## config.mk

```make
export PLATFORM = sky130hd
export DESIGN_NAME = ctl_link_port
export DESIGN_NICKNAME = d
export VERILOG_FILES = /design/src/rtl/ctl_link_port.sv
export SDC_FILE = /design/constraint.sdc
export NUM_CORES = 1
export LEC_CHECK = 0
export ABC_AREA = 1
export ABC_CLOCK_PERIOD_IN_PS = 1800
export CAP_MARGIN = 0
export CORE_AREA = 3 3 40 42
export DETAILED_ROUTE_END_ITERATION = 10
export DIE_AREA = 0 0 43 45
export PLACE_DENSITY_LB_ADDON = 0.25
export SETUP_SLACK_MARGIN = 0.4
export SYNTH_ARGS = -nofsm -noshare
export SYNTH_HDL_FRONTEND = slang
export SYNTH_SLANG_ARGS = --single-unit
```

## constraint.sdc

```tcl
create_clock -name clk -period 1.8 [get_ports clk]
set_input_delay 0.36 -clock clk [delete_from_list [all_inputs] [get_ports clk]]
set_output_delay 0.36 -clock clk [all_outputs]
set_load 0.02 [all_outputs]
```

## src/rtl/ctl_link_port.sv

```systemverilog
module ctl_link_port (
  input  logic       clk,
  input  logic       rst_n,
  input  logic [1:0] ctl_in,
  output logic [1:0] ctl_out,
  output logic       ctl_oe,
  output logic       phy_idle,
  output logic       status_valid,
  output logic       rx_active,
  input  logic       tx_req,
  input  logic       tx_ready,
  input  logic       tx_done,
  output logic       tx_take
);
  localparam logic [1:0] C_IDLE  = 2'b00;
  localparam logic [1:0] C_STAT  = 2'b01;
  localparam logic [1:0] C_RECV  = 2'b10;
  localparam logic [1:0] C_GRANT = 2'b11;
  localparam logic [1:0] C_HOLD  = 2'b01;
  localparam logic [1:0] C_XMIT  = 2'b10;
  localparam logic [1:0] C_REL   = 2'b00;

  typedef enum logic [1:0] {S_PHY, S_HOLD, S_XMIT, S_REL} own_t;
  own_t st, st_nx;

  always_comb begin
    st_nx = st;
    case (st)
      S_PHY:  if (ctl_in == C_GRANT) st_nx = tx_ready ? S_XMIT : S_HOLD;
      S_HOLD: if (tx_ready)          st_nx = S_XMIT;
              else if (tx_done)      st_nx = S_REL;
      S_XMIT: if (tx_done)           st_nx = tx_req ? S_HOLD : S_REL;
              else if (!tx_ready)    st_nx = S_HOLD;
      S_REL:                         st_nx = S_PHY;
      default:                       st_nx = S_PHY;
    endcase
  end

  always_ff @(posedge clk)
    if (!rst_n) st <= S_PHY;
    else        st <= st_nx;

  assign ctl_oe  = (st != S_PHY);
  assign tx_take = (st == S_XMIT);
  assign ctl_out = (st == S_HOLD) ? C_HOLD :
                   (st == S_XMIT) ? C_XMIT : C_REL;

  assign phy_idle     = !ctl_oe && (ctl_in == C_IDLE);
  assign status_valid = !ctl_oe && (ctl_in == C_STAT);
  assign rx_active    = !ctl_oe && (ctl_in == C_RECV);
endmodule

```

-- After elaboration in Yosys (flattened, before gate mapping)
Index checks and enable logic that the tools add are counted.
- register bits: 2
- bits in latches: 0
- memory bits (writable): 0
- bits in read-only memories: 0
- bits of input ports: 7
- output and inout port bits: 7
- word-level logic and storage cells: 28
- memories: 0
- add/sub/neg operators: 0
- multiply operators: 0
- divide/modulo/power cells: 0
- order comparisons: 0
- eq/ne operators: 9
- shift operators: 0
- multiplexer cells: 10
- bitwise gates (word level): 0
- reduce and logical (&&, ||, !) cells: 8
- operators by type and width (cell ; number):
    2-bit 2-to-1 mux ; 9
    2-bit equality test (second input constant) ; 4
    2-bit one-hot mux with 4 select lines ; 1
    3-bit != test (second input constant) ; 2
    2-bit by 1-bit equality test with 1-bit output (second input constant) ; 2
    2-bit zero test ; 2
    1-bit logical AND ; 3
    3-bit AND reduction ; 1
    2-bit != test (second input constant) ; 1
    2-bit nonzero test ; 1
    1-bit zero test ; 1

-- Logic depth before layout (Yosys ltp)
- depth in word-level cells: 3
- depth in mapped cells: 7
- mapped depth without buffers: 7

-- Worst setup path after synthesis
Ideal clock, no wire load.
- kind: reg2out
- start: register st[1]
- end: output phy_idle
- arrival: 1.093 ns
- required time: 1.440 ns
- path slack: 0.347 ns
- stages on the path, launching flop included: 4
- path buffers: 0
- cell sequence: dfxtp_1 -> nor2_2 -> inv_2 -> nor3_1
- word-level cells in the longest chain between the ends: 3
- RTL lines (what ; RTL line ; text):
    start: declaration ; 24 ; own_t st, st_nx;
    start signal: assignment ; 41 ; else st <= st_nx;
    2-bit nonzero test ; 43 ; assign ctl_oe = (st != S_PHY);
    named net ctl_oe ; 6 ; output logic ctl_oe,
    1-bit zero test ; 48 ; assign phy_idle = !ctl_oe && (ctl_in == C_IDLE);
    1-bit logical AND ; 48 ;
    end: declaration ; 7 ; output logic phy_idle,
The timed path passes the listed nets, and every way through them passes these cells.

-- Worst setup path after layout
- start: input ctl_in[1]
- end: output rx_active
- word-level cells in the longest chain between the ends: 2
- RTL lines (what ; RTL line ; text):
    start: declaration ; 4 ; input logic [1:0] ctl_in,
    2-bit equality test ; 50 ; assign rx_active = !ctl_oe && (ctl_in == C_RECV);
    1-bit logical AND ; 50 ;
    end: declaration ; 9 ; output logic rx_active,
No other way between the ends.

==> metrics.cfg <==
[layout]
final_util_pct=30.38
largest_reg_flops=2
final_nets=63
top_regs=st: 2 flops
largest_register=st
antennaDiodeCount=0
syn2layout_area_growth_pct=83.53
final_area_um2=390.4
drive_gt1_share_pct=50.00

[clocking]
insertion_delay_ns=0.23
clock_path_buffers=2
cts_buffers=3
htree_levels=1
clockRootBuffer=clkbuf_4
tritoncts=done
cts_sinks=2
clk_pin_slew_ns=0.03

[grt]
overflow=0
grt_pass1_wl_um=986
grt_pass1_vias=233
antenna_found_initial=0
grtUsageTotal_pct=7.226
grt_max_degree=5

[sta]
worst_pin_slew_ns=0.1572
finalCritPeriodShare_pct=76.74
finalSetupViolCount=0
timing.fmax_ghz=0.7239
report.final.slew_viol_count=0
fin_crit_ns=1.381
finalSetupTns_ns=0
relSlewSlack_pct=89.41
rsz0062_at_grt=yes
skew_ns=0.003190
final_hold_viol_count=0

[worst_setup_path]
worstPathRequired_ns=1.44
cp.arrival_ns=1.02
crit_fanout=3
critPathLaunchType=input pin
end_kind=primary output
path_class=in -> out

[drt]
viasPerCell=3.768
ant_nets=0
wl_um=591
num_vias=260
drt_iter0_markers=6
route.detailed.drc=0
first_pass_iters=4
post_drt_wl_per_cell_um=8.565

[floorplanning]
num_io_pins=14
start_util_pct=16.55
die_area_mm2=0.001935
rows=13
die_w_um=43
core_area_mm2=0.001285
die_h_um=45

[placed_design]
place.gp.congestion=0.6031
place_area_um2=361.6
port_buffers=13
hpwl_um=436.5

[job]
cap_viol_max_count=0

[synthesis]
syn_inst=37
syn_area_per_cell_um2=5.749
ys_seq_area_share_pct=18.82
synth-seq-cells=2
synth_cell_types=14
syn_nets=44
yosys_warnings=0
synth_area_um2=212.7

[status]
status=finished, final reports clean

[pwr]
irDropWorstVdd_v=0.0002693
p_leak_nw=0.2042
power_density_mw_per_mm2=965.4

[min_path]
hold_class=reg -> reg

## worst max-delay path, cell delays in order
cell and delay (ns):
dlygate4sd2_1 0.25, inv_1 0.08, nor3_2 0.16, buf_2 0.18
## final cells by class
class | instances | area [um^2]
inverter | 8 | 30.03
fill | 154 | 894.6
timing repair buffer | 15 | 123.9
sequential | 2 | 45.04
multi-input combinational | 26 | 150.1
clock buffer | 3 | 22.52
tap | 15 | 18.77
## kinds of logic after synthesis
family                 count (synthesis)  synth area share [%]
DFF                                    2                 18.82
and+or+nand+nor                       24                 58.82
AOI/OAI and AO/OA                      2                 4.706
buffers and inverters                  9                 17.65
## final timing paths
path                                          from                 end  slack, ns  cells past startpoint
worst max-delay path                     ctl_in[1]           rx_active       0.42                      4
worst min-delay path            st[1]$_SDFFE_PN0P_  st[0]$_SDFFE_PN0P_       0.66                      4
worst max register to register  st[1]$_SDFFE_PN0P_  st[1]$_SDFFE_PN0P_       0.74                      7
worst min register to register  st[1]$_SDFFE_PN0P_  st[0]$_SDFFE_PN0P_       0.66                      4
## timing repair
item / in CTS / in global routing
endpoints found under the setup margin: 7 / 5
hold buffers: 0 / 0
gates resized for setup: 36 / 5
hold endpoints to repair: 0 / 0
setup buffers: 0 / 1
pin swaps: 1 / 0
## synth_stat cells
library cell	number	area [um^2]
nand4_1	1	6.260
inv_1	5	18.77
nor2_2	4	25.02
buf_4	1	7.510
inv_2	3	11.26
nand2_1	7	26.28
nand3_1	1	5.000
o21ai_0	2	10.01
dfxtp_1	2	40.04
nor3_1	2	10.01
nor2_1	5	18.77
nand3_2	1	10.01
nand2_4	1	11.26
nand2_2	2	12.51
## layout by cell type, fill, tap and decap left out, drive strengths merged
cell and n:
nand2 10, nor2 9, buf 8, inv 8, clkdlybuf4s50 4, clkbuf 3
nor3 2, o21ai 2, dlygate4sd2 2, nand3 2, dfxtp 2, nand4 1
clkdlybuf4s15 1
## power breakdown
part | leakage [nW] | internal (mW) | switching, mW | total, mW
logic | 0.173 | 0.0917 | 0.112 | 0.204
registers | 0.0175 | 0.0560 | 0.0145 | 0.0706
clock network | 0.0138 | 0.0738 | 0.0282 | 0.102
## metrics by stage
| step | setup WS [ns] | total power, mW | hold WS, ns | std cells |
|---|---|---|---|---|
| finish | 0.4187 | 0.3768 | 0.6611 | 69 |
| global placement | -0.2671 | 0.2705 | 0.6860 | 65 |
| global route | 0.3642 | 0.4092 | 0.7340 | 69 |
| floorplan | 0.3474 | 0.1865 | 0.5203 | 37 |
| detailed placement | -0.2901 | 0.2688 | 0.6696 | 65 |
| CTS | 0.3773 | 0.3679 | 0.6635 | 68 |
## routing by layer
layer | share of wire (%) | global-route usage [%] | up-vias
li1 | - | - | 146
met1 | 48 | 9.091 | 106
met2 | 46 | 9.281 | 8
met3 | 5.4 | 3.586 | 0
met4 | 0 | 5.422 | 0
met5 | 0 | 0 | -
Note: power is estimated with default switching activity, not from simulation.
